[src/rtl/fmb_pkg.sv]
package fmb_pkg;
    localparam int FLASH_AW   = 24;
    localparam int CMD_BITS   = 8 + FLASH_AW;
    localparam int DATA_BITS  = 32;
    localparam int XFER_BITS  = CMD_BITS + DATA_BITS;
    localparam int BIT_W      = $clog2(XFER_BITS);
    localparam int ACC_POS    = 8;
    localparam logic [7:0] OPC_READ = 8'h03;

    typedef enum logic [1:0] {
        S_IDLE,
        S_XFER,
        S_GAP
    } seq_state_e;

    typedef struct packed {
        logic       reg_access;
        logic [1:0] boot_src;
    } ctl_t;

    // first received byte sits in the top of the shift register
    function automatic logic [31:0] pack_le(input logic [31:0] sr);
        return {sr[7:0], sr[15:8], sr[23:16], sr[31:24]};
    endfunction

    function automatic logic [15:0] ctl_image(input ctl_t c);
        logic [15:0] v;
        v = '0;
        v[ACC_POS] = c.reg_access;
        v[1:0]     = c.boot_src;
        return v;
    endfunction
endpackage

[src/rtl/fmb_ctl.sv]
module fmb_ctl
    import fmb_pkg::*;
#(
    parameter logic [1:0] BOOT_DEF = 2'd2
) (
    input  logic        clk,
    input  logic        rst,
    input  logic        we,
    input  logic [15:0] wdata,
    input  logic        freeze,
    output logic [15:0] rdata,
    output logic        reg_access
);
    ctl_t ctl_q;

    always_ff @(posedge clk) begin
        if (rst) begin
            ctl_q.reg_access <= 1'b0;
            ctl_q.boot_src   <= BOOT_DEF;
        end else if (we && !freeze) begin
            ctl_q.reg_access <= wdata[ACC_POS];
            ctl_q.boot_src   <= wdata[1:0];
        end
    end

    assign rdata      = ctl_image(ctl_q);
    assign reg_access = ctl_q.reg_access;


    freeze_chk: assert property (@(posedge clk) disable iff (rst)
        freeze |=> $stable(ctl_q));
endmodule

[src/rtl/fmb_seq.sv]
module fmb_seq
    import fmb_pkg::*;
#(
    parameter int CLK_DIV = 4
) (
    input  logic                clk,
    input  logic                rst,
    input  logic                start,
    input  logic [FLASH_AW-1:0] addr,
    input  logic                miso,
    output logic                sck,
    output logic                cs_n,
    output logic                mosi,
    output logic                busy,
    output logic                done,
    output logic [31:0]         rdata
);
    localparam int GAP_CYC = 2 * CLK_DIV;
    localparam int CNT_W   = $clog2(GAP_CYC + 1);

    seq_state_e         state;
    logic [CNT_W-1:0]   div_cnt;
    logic [BIT_W-1:0]   bit_cnt;
    logic [CMD_BITS-1:0] tx_sr;
    logic [DATA_BITS-1:0] rx_sr;
    logic               sck_q, cs_q;

    always_ff @(posedge clk) begin
        if (rst) begin
            state   <= S_IDLE;
            div_cnt <= '0;
            bit_cnt <= '0;
            tx_sr   <= '0;
            rx_sr   <= '0;
            sck_q   <= 1'b0;
            cs_q    <= 1'b1;
            done    <= 1'b0;
            rdata   <= '0;
        end else begin
            done <= 1'b0;
            case (state)
                S_IDLE: if (start) begin
                    tx_sr   <= {OPC_READ, addr[FLASH_AW-1:2], 2'b00};
                    cs_q    <= 1'b0;
                    sck_q   <= 1'b0;
                    bit_cnt <= '0;
                    div_cnt <= '0;
                    state   <= S_XFER;
                end
                S_XFER: begin
                    if (div_cnt == CNT_W'(CLK_DIV - 1)) begin
                        div_cnt <= '0;
                        if (!sck_q) begin
                            sck_q <= 1'b1;
                            if (bit_cnt >= BIT_W'(CMD_BITS))
                                rx_sr <= {rx_sr[DATA_BITS-2:0], miso};
                        end else begin
                            sck_q <= 1'b0;
                            if (bit_cnt == BIT_W'(XFER_BITS - 1)) begin
                                cs_q  <= 1'b1;
                                done  <= 1'b1;
                                rdata <= pack_le(rx_sr);
                                state <= S_GAP;
                            end else begin
                                bit_cnt <= bit_cnt + 1'b1;
                                tx_sr   <= {tx_sr[CMD_BITS-2:0], 1'b0};
                            end
                        end
                    end else begin
                        div_cnt <= div_cnt + 1'b1;
                    end
                end
                S_GAP: begin
                    if (div_cnt == CNT_W'(GAP_CYC - 1)) begin
                        div_cnt <= '0;
                        state   <= S_IDLE;
                    end else begin
                        div_cnt <= div_cnt + 1'b1;
                    end
                end
                default: state <= S_IDLE;
            endcase
        end
    end

    assign sck  = sck_q;
    assign cs_n = cs_q;
    assign mosi = (state == S_XFER) && tx_sr[CMD_BITS-1];
    assign busy = (state != S_IDLE);


    sck_idle_chk: assert property (@(posedge clk) disable iff (rst)
        cs_q |-> !sck_q);

    cs_gap_chk: assert property (@(posedge clk) disable iff (rst)
        (state == S_GAP) |-> cs_q);

    done_pulse_chk: assert property (@(posedge clk) disable iff (rst)
        done |=> !done);

    done_full_chk: assert property (@(posedge clk) disable iff (rst)
        $rose(cs_q) |-> (done && bit_cnt == BIT_W'(XFER_BITS - 1)));
endmodule

[src/rtl/fmb_pinmux.sv]
module fmb_pinmux (
    input  logic reg_access,
    input  logic eng_sck,
    input  logic eng_cs_n,
    input  logic eng_mosi,
    input  logic mst_sck,
    input  logic mst_cs_n,
    input  logic mst_mosi,
    output logic mst_miso,
    output logic spi_sck,
    output logic spi_cs_n,
    output logic spi_mosi,
    input  logic spi_miso
);
    always_comb begin
        if (reg_access) begin
            spi_sck  = mst_sck;
            spi_cs_n = mst_cs_n;
            spi_mosi = mst_mosi;
            mst_miso = spi_miso;
        end else begin
            spi_sck  = eng_sck;
            spi_cs_n = eng_cs_n;
            spi_mosi = eng_mosi;
            mst_miso = 1'b0;
        end
    end
endmodule

[src/rtl/flash_map_bridge.sv]
module flash_map_bridge
    import fmb_pkg::*;
#(
    parameter int         AW        = 24,
    parameter int         MAP_BYTES = 65536,
    parameter int         CLK_DIV   = 4,
    parameter logic [1:0] BOOT_DEF  = 2'd2
) (
    input  logic          clk,
    input  logic          rst,
    input  logic          csr_we,
    input  logic [15:0]   csr_wdata,
    output logic [15:0]   csr_rdata,
    input  logic          win_req,
    input  logic          win_we,
    input  logic [AW-1:0] win_addr,
    output logic          win_ack,
    output logic          win_err,
    output logic [31:0]   win_rdata,
    input  logic          mst_sck,
    input  logic          mst_cs_n,
    input  logic          mst_mosi,
    output logic          mst_miso,
    output logic          spi_sck,
    output logic          spi_cs_n,
    input  logic          spi_miso,
    output logic          spi_mosi
);
    localparam logic [AW:0] MAP_LIM = (AW + 1)'(MAP_BYTES);

    logic reg_access, eng_busy, eng_done, err_q;
    logic eng_sck, eng_cs_n, eng_mosi;
    logic accept, refuse, start;

    assign accept = win_req && !eng_busy && !err_q;
    assign refuse = win_we || reg_access || ({1'b0, win_addr} >= MAP_LIM);
    assign start  = accept && !refuse;

    always_ff @(posedge clk) begin
        if (rst) err_q <= 1'b0;
        else     err_q <= accept && refuse;
    end

    fmb_ctl #(.BOOT_DEF(BOOT_DEF)) u_ctl (
        .clk(clk), .rst(rst), .we(csr_we), .wdata(csr_wdata),
        .freeze(eng_busy || start), .rdata(csr_rdata), .reg_access(reg_access)
    );

    fmb_seq #(.CLK_DIV(CLK_DIV)) u_seq (
        .clk(clk), .rst(rst), .start(start),
        .addr(FLASH_AW'(win_addr)), .miso(spi_miso),
        .sck(eng_sck), .cs_n(eng_cs_n), .mosi(eng_mosi),
        .busy(eng_busy), .done(eng_done), .rdata(win_rdata)
    );

    fmb_pinmux u_mux (
        .reg_access(reg_access),
        .eng_sck(eng_sck), .eng_cs_n(eng_cs_n), .eng_mosi(eng_mosi),
        .mst_sck(mst_sck), .mst_cs_n(mst_cs_n), .mst_mosi(mst_mosi),
        .mst_miso(mst_miso),
        .spi_sck(spi_sck), .spi_cs_n(spi_cs_n), .spi_mosi(spi_mosi),
        .spi_miso(spi_miso)
    );

    assign win_ack = eng_done;
    assign win_err = err_q;


    write_err_chk: assert property (@(posedge clk) disable iff (rst)
        (accept && win_we) |=> (win_err && eng_cs_n));

    resp_excl_chk: assert property (@(posedge clk) disable iff (rst)
        !(win_ack && win_err));

    regmode_idle_chk: assert property (@(posedge clk) disable iff (rst)
        reg_access |-> !eng_busy);
endmodule

[config.mk]
export PLATFORM = sky130hd
export DESIGN_NAME = flash_map_bridge
export DESIGN_NICKNAME = d
export VERILOG_FILES = /design/src/rtl/fmb_pkg.sv /design/src/rtl/fmb_ctl.sv /design/src/rtl/fmb_seq.sv /design/src/rtl/fmb_pinmux.sv /design/src/rtl/flash_map_bridge.sv
export SDC_FILE = /design/constraint.sdc
export NUM_CORES = 1
export LEC_CHECK = 0
export BUFFER_PORTS_ARGS = -buffer_cell sky130_fd_sc_hd__buf_4
export CAP_MARGIN = 15
export CORE_AREA = 2 2 136 72
export DETAILED_ROUTE_END_ITERATION = 10
export DIE_AREA = 0 0 138 74
export HOLD_SLACK_MARGIN = 0.05
export PLACE_DENSITY = 0.79
export RECOVER_POWER = 50
export SYNTH_ARGS = -nofsm -noshare
export SYNTH_HDL_FRONTEND = slang
export SYNTH_SLANG_ARGS = --single-unit
[constraint.sdc]
create_clock -name clk -period 4.6 [get_ports clk]
set_input_delay 0.46 -clock clk [delete_from_list [all_inputs] [get_ports clk]]
set_output_delay 0.46 -clock clk [all_outputs]
set_load 0.005 [all_outputs]
==> results_dict.tcl, run 1 <==
set metrics [dict create \
    p_sw_uw 522.1 \
    die_h_microns 74 \
    synth_area_leaders "dfxtp_1 (47%), nand2_1 (12%), a21oi_1 (7.9%)" \
    clock_sinks 113 \
    clock-root-buffer "clkbuf_16" \
    ys_ff_latch 113 \
    synth_cell_types 49 \
    numCtsBuffers 17 \
    cts_buffer_depth 2 \
    slew_headroom_pct 12.41 \
    dp_slack_ns 1.657 \
    clock_latency_ns 0.41 \
    finalSetupTns_ns 0 \
    grt_overflow 0 \
    p_per_area_nw_per_um2 419.7 \
    io_buffers 74 \
    endpoint_kind "register" \
    post_drt_wl_per_cell_microns 14.11 \
    p_comb_share_pct 4.8 \
    period_needed_ns 3.001 \
    viasPerCell 5.370 \
    yosysWarnings 0 \
    crit_required_ns 4.93 \
    cts_tree "done" \
    fillers 729 \
    p_leak_nw 2.089 \
    fin_crit_sh_pct 65.24 \
    arrival_ns 3.33 \
    pwr-share-clk_pct 55.4 \
    firstDrtPassIters 5 \
    vias 4103 \
    n_antenna_cell 0 \
    antenna_found_initial 0 \
    cts_resized 0 \
    antenna_left 0 \
    grt_max_degree 79 \
    ff2ff_path_depth 8 \
    hp-class "in2reg" \
    hold_viol 0 \
    synth_area_sq_um 4802 \
    grt_usage_pct 21.96 \
    grt_pass1_vias 3741 \
    place_area_sq_um 5345 \
    fin_util_pct 66.03 \
    yosysTopAreaCell "dfxtp_1" \
    syn_avg_cell_area_sq_um 8.469 \
    io_pins 103 \
    fmax_mhz 333.2 \
    cp_max_fo 32 \
    synth_flop_cell "dfxtp_1" \
    vdd_drop_max_uv 267.0 \
    synth-seq-area-share_pct 47.11 \
    slew_violations 0 \
    rows 25 \
    clk_pin_slew_ns 0.05 \
    hpwl_mm 6.958 \
    die_w_microns 138 \
    pwr-share-seq_pct 39.8 \
    worst_setup_path_start_kind "register" \
    dieArea_sq_um 10210 \
    syn_to_final_growth_pct 24.73 \
    htree_levels 4 \
    critPathKind "reg2reg" \
    drive_gt1_share_pct 21.77 \
    synth_edf_count 0 \
    final_cell_area_sq_um 5989 \
    setup_viol 0 \
    gp_congestion 0.8572 \
    post_cts_hold_buffer_count 0 \
    synth_async_sr_flop_share_pct 0 \
    hold_ws_ns 0.3004 \
    switching_share_pct 20.77 \
    synth_cells 567 \
    postCtsSetupBuffers 0 \
    initial_core_util_pct 52.94 \
    layout.nets 686 \
    grt_setup_unrepaired "no" \
    drc_errors 0 \
    drt_wl_total_mm 10.78 \
    fp.coreArea_sq_um 9071 \
    status "complete, no violations" \
    grt_pass1_wl_mm 17.72 \
    p_int_mw 1.991 \
    worstMarginPinSlew_ns 1.314 \
    drv_cap 0 \
    drt_iter0_drc 367 \
    fin_skew_ns 0.006783 \
    netlist.area_leader.share_pct 47.11 \
    worst_slack_ns 1.599 \
    hold_path_depth 3 \
]
-- cells in the final DEF, fill, tap and decap left out, types with 3 or more instances in the layout --
master / n
inv_1: 9
nand2_1: 153
nor2b_1: 3
nor4_1: 4
a21oi_1: 76
nor2_1: 31
buf_4: 41
mux2i_1: 24
bufinv_16: 4
o21ai_0: 7
clkbuf_16: 17
clkbuf_8: 3
clkbuf_4: 37
nand3_1: 15
nor3_1: 4
dfxtp_1: 113
conb_1: 13
ha_1: 6
o22ai_1: 5
a211oi_2: 21
nand3b_1: 4
a31oi_1: 3
nor2_2: 3
clkbuf_1: 6
-- per-layer routing --
layer  up-vias  routed length (microns)  share of wire [%]  global-route usage, %
li1       2045                        -                  -                      -
met1      1929                     5270                 49                  28.67
met2       120                     4740                 44                  34.82
met3         9                      685                6.4                  7.598
met4         0                       85               0.79                  7.483
met5         -                        0                  0                      0
-- critical path, cell delays in order, from the launching register on --
cell,delay (ns)
dfxtp_1,0.39
ha_1,0.28
nor4bb_1,0.32
clkbuf_1,0.34
nand2_1,0.18
nor2_2,0.11
clkbuf_1,0.97
nand2_1,0.16
a21oi_1,0.17
-- synth_stat cells, types with 3 or more instances --
master    instances
ha_1              7
inv_1             9
o21ai_0           7
dfxtp_1         113
a211oi_2         21
buf_6             3
nor3_1            5
nor4_1            4
clkbuf_1         30
mux2i_1          24
nand2_1         153
buf_4            16
a31oi_1           3
nor2b_1           3
a21oi_1          76
nand3_1          15
nor2_1           32
nand3b_1          4
o22ai_1           5
-- layout make-up --
type	instances	area, sq um	share of cell area (%)
multi-input combinational	407	2286	38.17
sequential	113	2262	37.77
timing repair buffer	82	624.3	10.42
clock buffer	23	478.0	7.980
clock inverter	9	153.9	2.569
tap	121	151.4	2.528
inverter	9	33.78	0.5640
-- final timing paths --
| check | end | slack [ns] | from |
|---|---|---|---|
| max | u_seq.rx_sr[9]$_SDFFE_PP0P_ | 1.60 | u_seq.div_cnt[0]$_SDFFE_PP0P_ |
| min | u_ctl.rdata[1]$_SDFFE_PP1P_ | 0.30 | csr_wdata[1] |
| max reg2reg | u_seq.rx_sr[9]$_SDFFE_PP0P_ | 1.60 | u_seq.div_cnt[0]$_SDFFE_PP0P_ |
| min reg2reg | u_seq.rdata[31]$_SDFFE_PP0P_ | 0.45 | u_seq.rdata[31]$_SDFFE_PP0P_ |
-- cell families after synthesis --
kind of cell    count (synthesis)  share of synthesized area (%)
other cells                     1                        0.07809
simple gates                  230                          20.45
fa+ha+maj                       7                          1.824
mux                            25                          5.237
compound gates                132                          18.94
buf+inv                        59                          6.357
flops                         113                          47.11
-- stage by stage --
step / instances / total power [mW]
after floorplan: 579 / 1.110
after global placement: 731 / 1.137
after detailed placement: 731 / 1.142
after CTS: 763 / 2.532
after global routing: 764 / 2.591
final: 764 / 2.514
-- power groups by stage --
| stage | clock network (mW) | logic, mW | registers [mW] |
|---|---|---|---|
| 2_1_floorplan | 0 | 0.0911 | 1.02 |
| 3_3_place_gp | 0 | 0.117 | 1.02 |
| 3_5_place_dp | 0 | 0.121 | 1.02 |
| 4_1_cts | 1.41 | 0.122 | 1.00 |
| 5_1_grt | 1.46 | 0.133 | 1.00 |
| 6_report | 1.39 | 0.121 | 1.00 |
-- flip-flops by register name (all words and copies together), names as in the netlist --
register and count:
u_seq.rdata 32, u_ctl.reg_access 1, u_seq.sck 1, u_seq.div_cnt 4, u_seq.tx_sr 30, u_seq.rx_sr 32
u_ctl.rdata 2, u_seq.cs_n 1, u_seq.bit_cnt 6, win_err 1, u_seq.state 2, u_seq.done 1
Note: power is estimated with default switching activity, not from simulation.
==> run 2, diff against run 1 <==
Settings changed: ABC_AREA from default to 1, CORE_AREA 2 2 136 72 to 2 2 139 73, DIE_AREA 0 0 138 74 to 0 0 141 75.
Clock period 4.6 ns to 2.8 ns, I/O delays scaled along.
==> results_dict.tcl, run 2 <==
set metrics [dict create \
    grt_overflow 0 \
    dp_slack_ns 0.5393 \
    htree_levels 4 \
    r2r-end "u_seq.rdata[22]$_SDFFE_PP0P_" \
    path_delay_family "buffers and inverters" \
    worst_slack_ns 0.3620 \
    synth_area_sq_um 5052 \
    crit_path_cell_trace "inv_1 > ha_1 > clkbuf_1 > nand3_1 > nand2_1 > buf_4" \
    critPathKind "reg2out" \
    final_cell_mix "nor2_1 (205), nand2_1 (138), dfxtp_1 (113)" \
    io_buffers 74 \
    gp_congestion 0.8298 \
    worst-r2r-setup-slack_ns 0.52 \
    synth_cell_types 27 \
    clock_sinks 113 \
    final_common_cell "nor2_1" \
    grt_setup_unrepaired "no" \
    hpwl_mm 6.381 \
    crit_end "spi_mosi" \
    p_leak_nw 3.133 \
    grt_util_met1_pct 25.17 \
    min_from "csr_wdata[8]" \
    finalSetupTns_ns 0 \
    antenna_left 0 \
    clk_pin_slew_ns 0.05 \
    grt_max_degree 111 \
    fin_util_pct 66.05 \
    drv_cap 0 \
    reg_top3 "u_seq.rdata: 32 flops, u_seq.rx_sr: 32 flops, u_seq.tx_sr: 30 flops" \
    clock-root-buffer "clkbuf_16" \
    slew_headroom_pct 31.06 \
    arrival_ns 2.16 \
    fmax_mhz 410.2 \
    rows 25 \
    crit_required_ns 2.52 \
    worstMarginPinSlew_ns 1.033 \
    vdd_drop_max_uv 537.2 \
    cp_max_fo 16 \
    vias 4524 \
    ff2ff_path_depth 7 \
    final_cells 920 \
    synth_cells 729 \
    hold_viol 0 \
    syn_avg_cell_area_sq_um 6.931 \
    drt_iter0_drc 313 \
    drc_errors 0 \
    ys_ff_latch 113 \
    syn_to_final_growth_pct 21.45 \
    synth_common_cells "nor2_1 (204), nand2_1 (137), dfxtp_1 (113)" \
    grt_pass1_wl_mm 17.89 \
    firstDrtPassIters 5 \
    netlist.area_leader.share_pct 44.77 \
    synth_flop_cell "dfxtp_1" \
    cp_num_buf_inv 3 \
    yosysTopAreaCell "dfxtp_1" \
    status "complete, no violations" \
    drt_wl_total_mm 10.68 \
    worst_setup_path_start_kind "register" \
    p_per_area_nw_per_um2 846.2 \
    synth-seq-area-share_pct 44.77 \
    viasPerCell 4.917 \
    yosysWarnings 0 \
    n_antenna_cell 0 \
    hp-class "in2reg" \
    path_depth 6 \
    grt_pass1_vias 4055 \
    fin_crit_sh_pct 87.07 \
    die_w_microns 141 \
    met2_usage_pct 38.10 \
    die_h_microns 75 \
    fin_skew_ns 0.007577 \
    synth_area_leaders "dfxtp_1 (45%), nor2_1 (15%), nand2_1 (10%)" \
    fp.coreArea_sq_um 9290 \
    dieArea_sq_um 10580 \
    place_inst 887 \
    numCtsBuffers 17 \
    globalRoute.busiestLayer "met2" \
    max_stage_delay_ns 0.51 \
    initial_core_util_pct 54.38 \
    cts_buffer_depth 2 \
    grt_usage_pct 21.25 \
    post_drt_wl_per_cell_microns 11.61 \
    io_pins 103 \
    period_needed_ns 2.438 \
    drive_gt1_share_pct 15.14 \
    synth_async_sr_flop_share_pct 0 \
    cts_tree "done" \
    r2r_start "u_seq.state[1]$_SDFFE_PP0P_" \
    grt_util_met3_pct 5.280 \
    cp-startpoint "u_seq.state[1]$_SDFFE_PP0P_" \
    slew_violations 0 \
    clock_latency_ns 0.40 \
    layout.nets 842 \
    antenna_found_initial 0 \
    endpoint_kind "primary output" \
    synth_most_common_cell "nor2_1" \
    power.total_mw 5.192 \
    cp_slowest_cell "clkbuf_1" \
    setup_viol 0 \
    synth_edf_count 0 \
]
==> run 2: cell types whose count changed in the layout (fill, tap and decap cells not counted), sizes merged, moves of 4 or more <==
| cell | delta |
|---|---|
| nor2 | +174 |
| nand3b | -4 |
| mux2i | -24 |
| inv | +40 |
| o21ai | +79 |
| a21oi | -50 |
| nor4 | -4 |
| nand2 | -14 |
| o22ai | -5 |
| nand3 | +21 |
| a211oi | -24 |
==> run 2: worst min-delay path by stage <==
stage                                     to  slack, ns  cells after the start
2_1_floorplan  u_seq.div_cnt[0]$_SDFFE_PP0P_       0.34                      1
3_3_place_gp         u_seq.cs_n$_SDFFE_PP1P_       0.44                      2
3_5_place_dp     u_ctl.rdata[0]$_SDFFE_PP0P_       0.45                      2
4_1_cts        u_ctl.reg_access$_SDFFE_PP0P_       0.09                      3
5_1_grt        u_ctl.reg_access$_SDFFE_PP0P_        0.1                      3
6_report       u_ctl.reg_access$_SDFFE_PP0P_        0.1                      3
==> run 2: worst reg2reg max path, delay by kind of cell (launching register included) <==
kind          cells  cell delay, ns
fa+ha+maj         1            0.50
buf+inv           2            0.56
flops             1            0.32
simple gates      4            0.80
==> run 2: repair_timing <==
item	in CTS	in global routing
hold buffers	1	0
buffers inserted	0	0
resized for setup	0	0
setup endpoints to repair	0	0
endpoints found under the hold margin	1	0
==> run 2: final cells by class <==
| class | count | area [sq um] |
|---|---|---|
| fillers | 818 | 3154 |
| multi-input cells | 524 | 2280 |
| flip-flops and latches | 113 | 2262 |
| repair buffers | 82 | 623.1 |
| clock buffers | 23 | 488.0 |
| inverters | 48 | 180.2 |
| clock inverters | 9 | 151.4 |
| well taps | 121 | 151.4 |
==> run 2: kinds of logic (layout without fill, tap and decap cells) <==
logic type | count (synthesis) | count (layout) | share of synthesized area (%)
AOI/OAI and AO/OA | 114 | 114 | 11.37
xor gates and xnor gates | 1 | 1 | 0.1734
adders and majority gates | 7 | 7 | 1.733
buffers and inverters | 104 | 162 | 10.38
DFF | 113 | 113 | 44.77
other | 1 | 13 | 0.07422
and+or+nand+nor | 389 | 389 | 31.50
==> run 2: power by group <==
group          switching, mW  internal, mW  total (mW)
sequential            0.0877          1.76        1.84
combinational          0.688         0.361        1.05
clock                  0.717          1.58        2.30
==> run 2: through the flow <==
| step | hold WS, ns | area, sq um |
|---|---|---|
| final | 0.09826 | 6136 |
| after global routing | 0.09909 | 6136 |
| after CTS | 0.08864 | 6175 |
| after detailed placement | 0.4547 | 5525 |
| after global placement | 0.4402 | 5525 |
| after floorplan | 0.3424 | 5097 |
==> run 2: per-layer routing <==
layer / up-vias / part of all wire (%)
met5: - / 0
met4: 0 / 1.2
met3: 11 / 4.3
met2: 95 / 49
met1: 2042 / 45
li1: 2376 / -
==> run 3, diff against run 2 <==
Settings changed: CELL_PAD_IN_SITES_DETAIL_PLACEMENT from default to 1, CELL_PAD_IN_SITES_GLOBAL_PLACEMENT from default to 1, CORE_AREA 2 2 139 73 to 2 2 164 86, DIE_AREA 0 0 141 75 to 0 0 166 88, PLACE_DENSITY 0.79 to default, PLACE_DENSITY_LB_ADDON from default to 0.1.
==> results_dict.tcl, run 3 (synthesis results as in run 2) <==
set metrics [dict create \
    status "complete, no violations" \
    hpwl_mm 8.933 \
    grt_usage_pct 19.15 \
    crit_path_cell_trace "ha_1 > nand2_1 > nor2_1 > nand3_1 > nor3_1 > clkbuf_2 > o21ai_0 > nor2_1" \
    htree_levels 4 \
    gp_congestion 0.7506 \
    drive_gt1_share_pct 15.71 \
    crit_top_cell "nor2_1" \
    drv_cap 0 \
    firstDrtPassIters 4 \
    final_cell_area_sq_um 6222 \
    drt_wl_total_mm 13.68 \
    whs_endpoint "u_seq.div_cnt[0]$_SDFFE_PP0P_" \
    hold_ws_ns 0.07383 \
    final_common_cell "nor2_1" \
    clock_latency_ns 0.41 \
    grt_overflow 0 \
    critPathKind "reg2reg" \
    r2r-end "u_seq.rdata[30]$_SDFFE_PP0P_" \
    finalSetupTns_ns 0 \
    slew_violations 0 \
    cts_buffer_depth 2 \
    r2r_start "u_seq.bit_cnt[0]$_SDFFE_PP0P_" \
    grt_pass1_wl_mm 22.41 \
    die_h_microns 88 \
    antenna_left 0 \
    initial_core_util_pct 38.35 \
    fmax_mhz 436.4 \
    cp_slowest_cell "clkbuf_2" \
    rows 30 \
    clock_sinks 113 \
    fillers 1676 \
    clock-root-buffer "clkbuf_16" \
    worst_setup_path_start_kind "register" \
    grt_pass1_vias 4533 \
    max_stage_delay_ns 0.55 \
    fin_skew_ns 0.01139 \
    final_cell_mix "nor2_1 (206), nand2_1 (137), dfxtp_1 (113)" \
    viasPerCell 4.740 \
    io_pins 103 \
    fin_crit_sh_pct 81.84 \
    numCtsBuffers 17 \
    drt_iter0_drc 219 \
    worstMarginPinSlew_ns 1.060 \
    grt_setup_unrepaired "no" \
    p_leak_nw 3.137 \
    reg_top3 "u_seq.rdata: 32 flops, u_seq.rx_sr: 32 flops, u_seq.tx_sr: 30 flops" \
    dieArea_sq_um 14610 \
    setup_viol 0 \
    cp-startpoint "u_seq.bit_cnt[0]$_SDFFE_PP0P_" \
    p_per_area_nw_per_um2 838.6 \
    worst-r2r-setup-slack_ns 0.51 \
    drc_errors 0 \
    cp_num_buf_inv 1 \
    worst_slack_ns 0.5086 \
    cp_max_fo 32 \
    ff2ff_path_depth 8 \
    die_w_microns 166 \
    post_drt_wl_per_cell_microns 13.99 \
    fp.coreArea_sq_um 13180 \
    layout.nets 845 \
    hp-class "in2reg" \
    crit_required_ns 3.14 \
    min_from "rst" \
    n_antenna_cell 0 \
    clk_pin_slew_ns 0.05 \
    post_cts_hold_buffer_count 0 \
    endpoint_kind "register" \
    hold_path_depth 2 \
    vias 4636 \
    antenna_found_initial 0 \
    grt_max_degree 46 \
    postCtsSetupBuffers 0 \
    cts_resized 0 \
    path_delay_family "simple AND/OR/NAND/NOR gates" \
    dp_slack_ns 0.5309 \
    fin_util_pct 47.23 \
    cts_tree "done" \
    place_area_sq_um 5623 \
    arrival_ns 2.63 \
    io_buffers 74 \
    vdd_drop_max_uv 397.0 \
    syn_to_final_growth_pct 23.16 \
    period_needed_ns 2.291 \
    slew_headroom_pct 29.27 \
    hold_viol 0 \
]
-- run 3: cell count changes in the layout (fill, tap and decap cells not counted), sizes merged, moves of 2 or more --
cell    delta
clkinv     +3
clkbuf     -5
inv        +2
buf        +4
-- run 3: worst max-delay path by stage --
| stage | end | cells after the start |
|---|---|---|
| final | u_seq.rdata[30]$_SDFFE_PP0P_ | 8 |
| after global routing | u_seq.rdata[3]$_SDFFE_PP0P_ | 8 |
| after CTS | u_seq.rdata[21]$_SDFFE_PP0P_ | 7 |
| after detailed placement | u_seq.rdata[21]$_SDFFE_PP0P_ | 7 |
| after global placement | u_seq.rdata[21]$_SDFFE_PP0P_ | 8 |
| after floorplan | u_seq.cs_n$_SDFFE_PP1P_ | 10 |
-- run 3: per-layer routing --
layer / track usage (%) / routed length, microns
met1: 26.02 / 6962
met2: 30.48 / 6071
met3: 4.609 / 527
met4: 6.087 / 123
met5: 0 / 0
-- run 3: where the power goes --
group	switching, mW	internal [mW]
registers	0.0970	1.75
logic	0.738	0.369
clock network	0.822	1.44
total	1.66	3.56
-- run 3: layout make-up --
cell class	count	area [sq um]	share of cell area, %
timing repair buffer	85	656.9	10.56
inverter	48	180.2	2.896
clock buffer	18	439.2	7.058
tap	176	220.2	3.539
sequential	113	2262	36.36
clock inverter	14	180.2	2.896
multi-input combinational	524	2283	36.70
-- run 3: per-stage QoR --
stage	std cells	power, mW
after floorplan	741	2.754
after global placement	945	2.934
after detailed placement	945	2.999
after CTS	977	5.289
after global routing	978	5.532
final	978	5.218
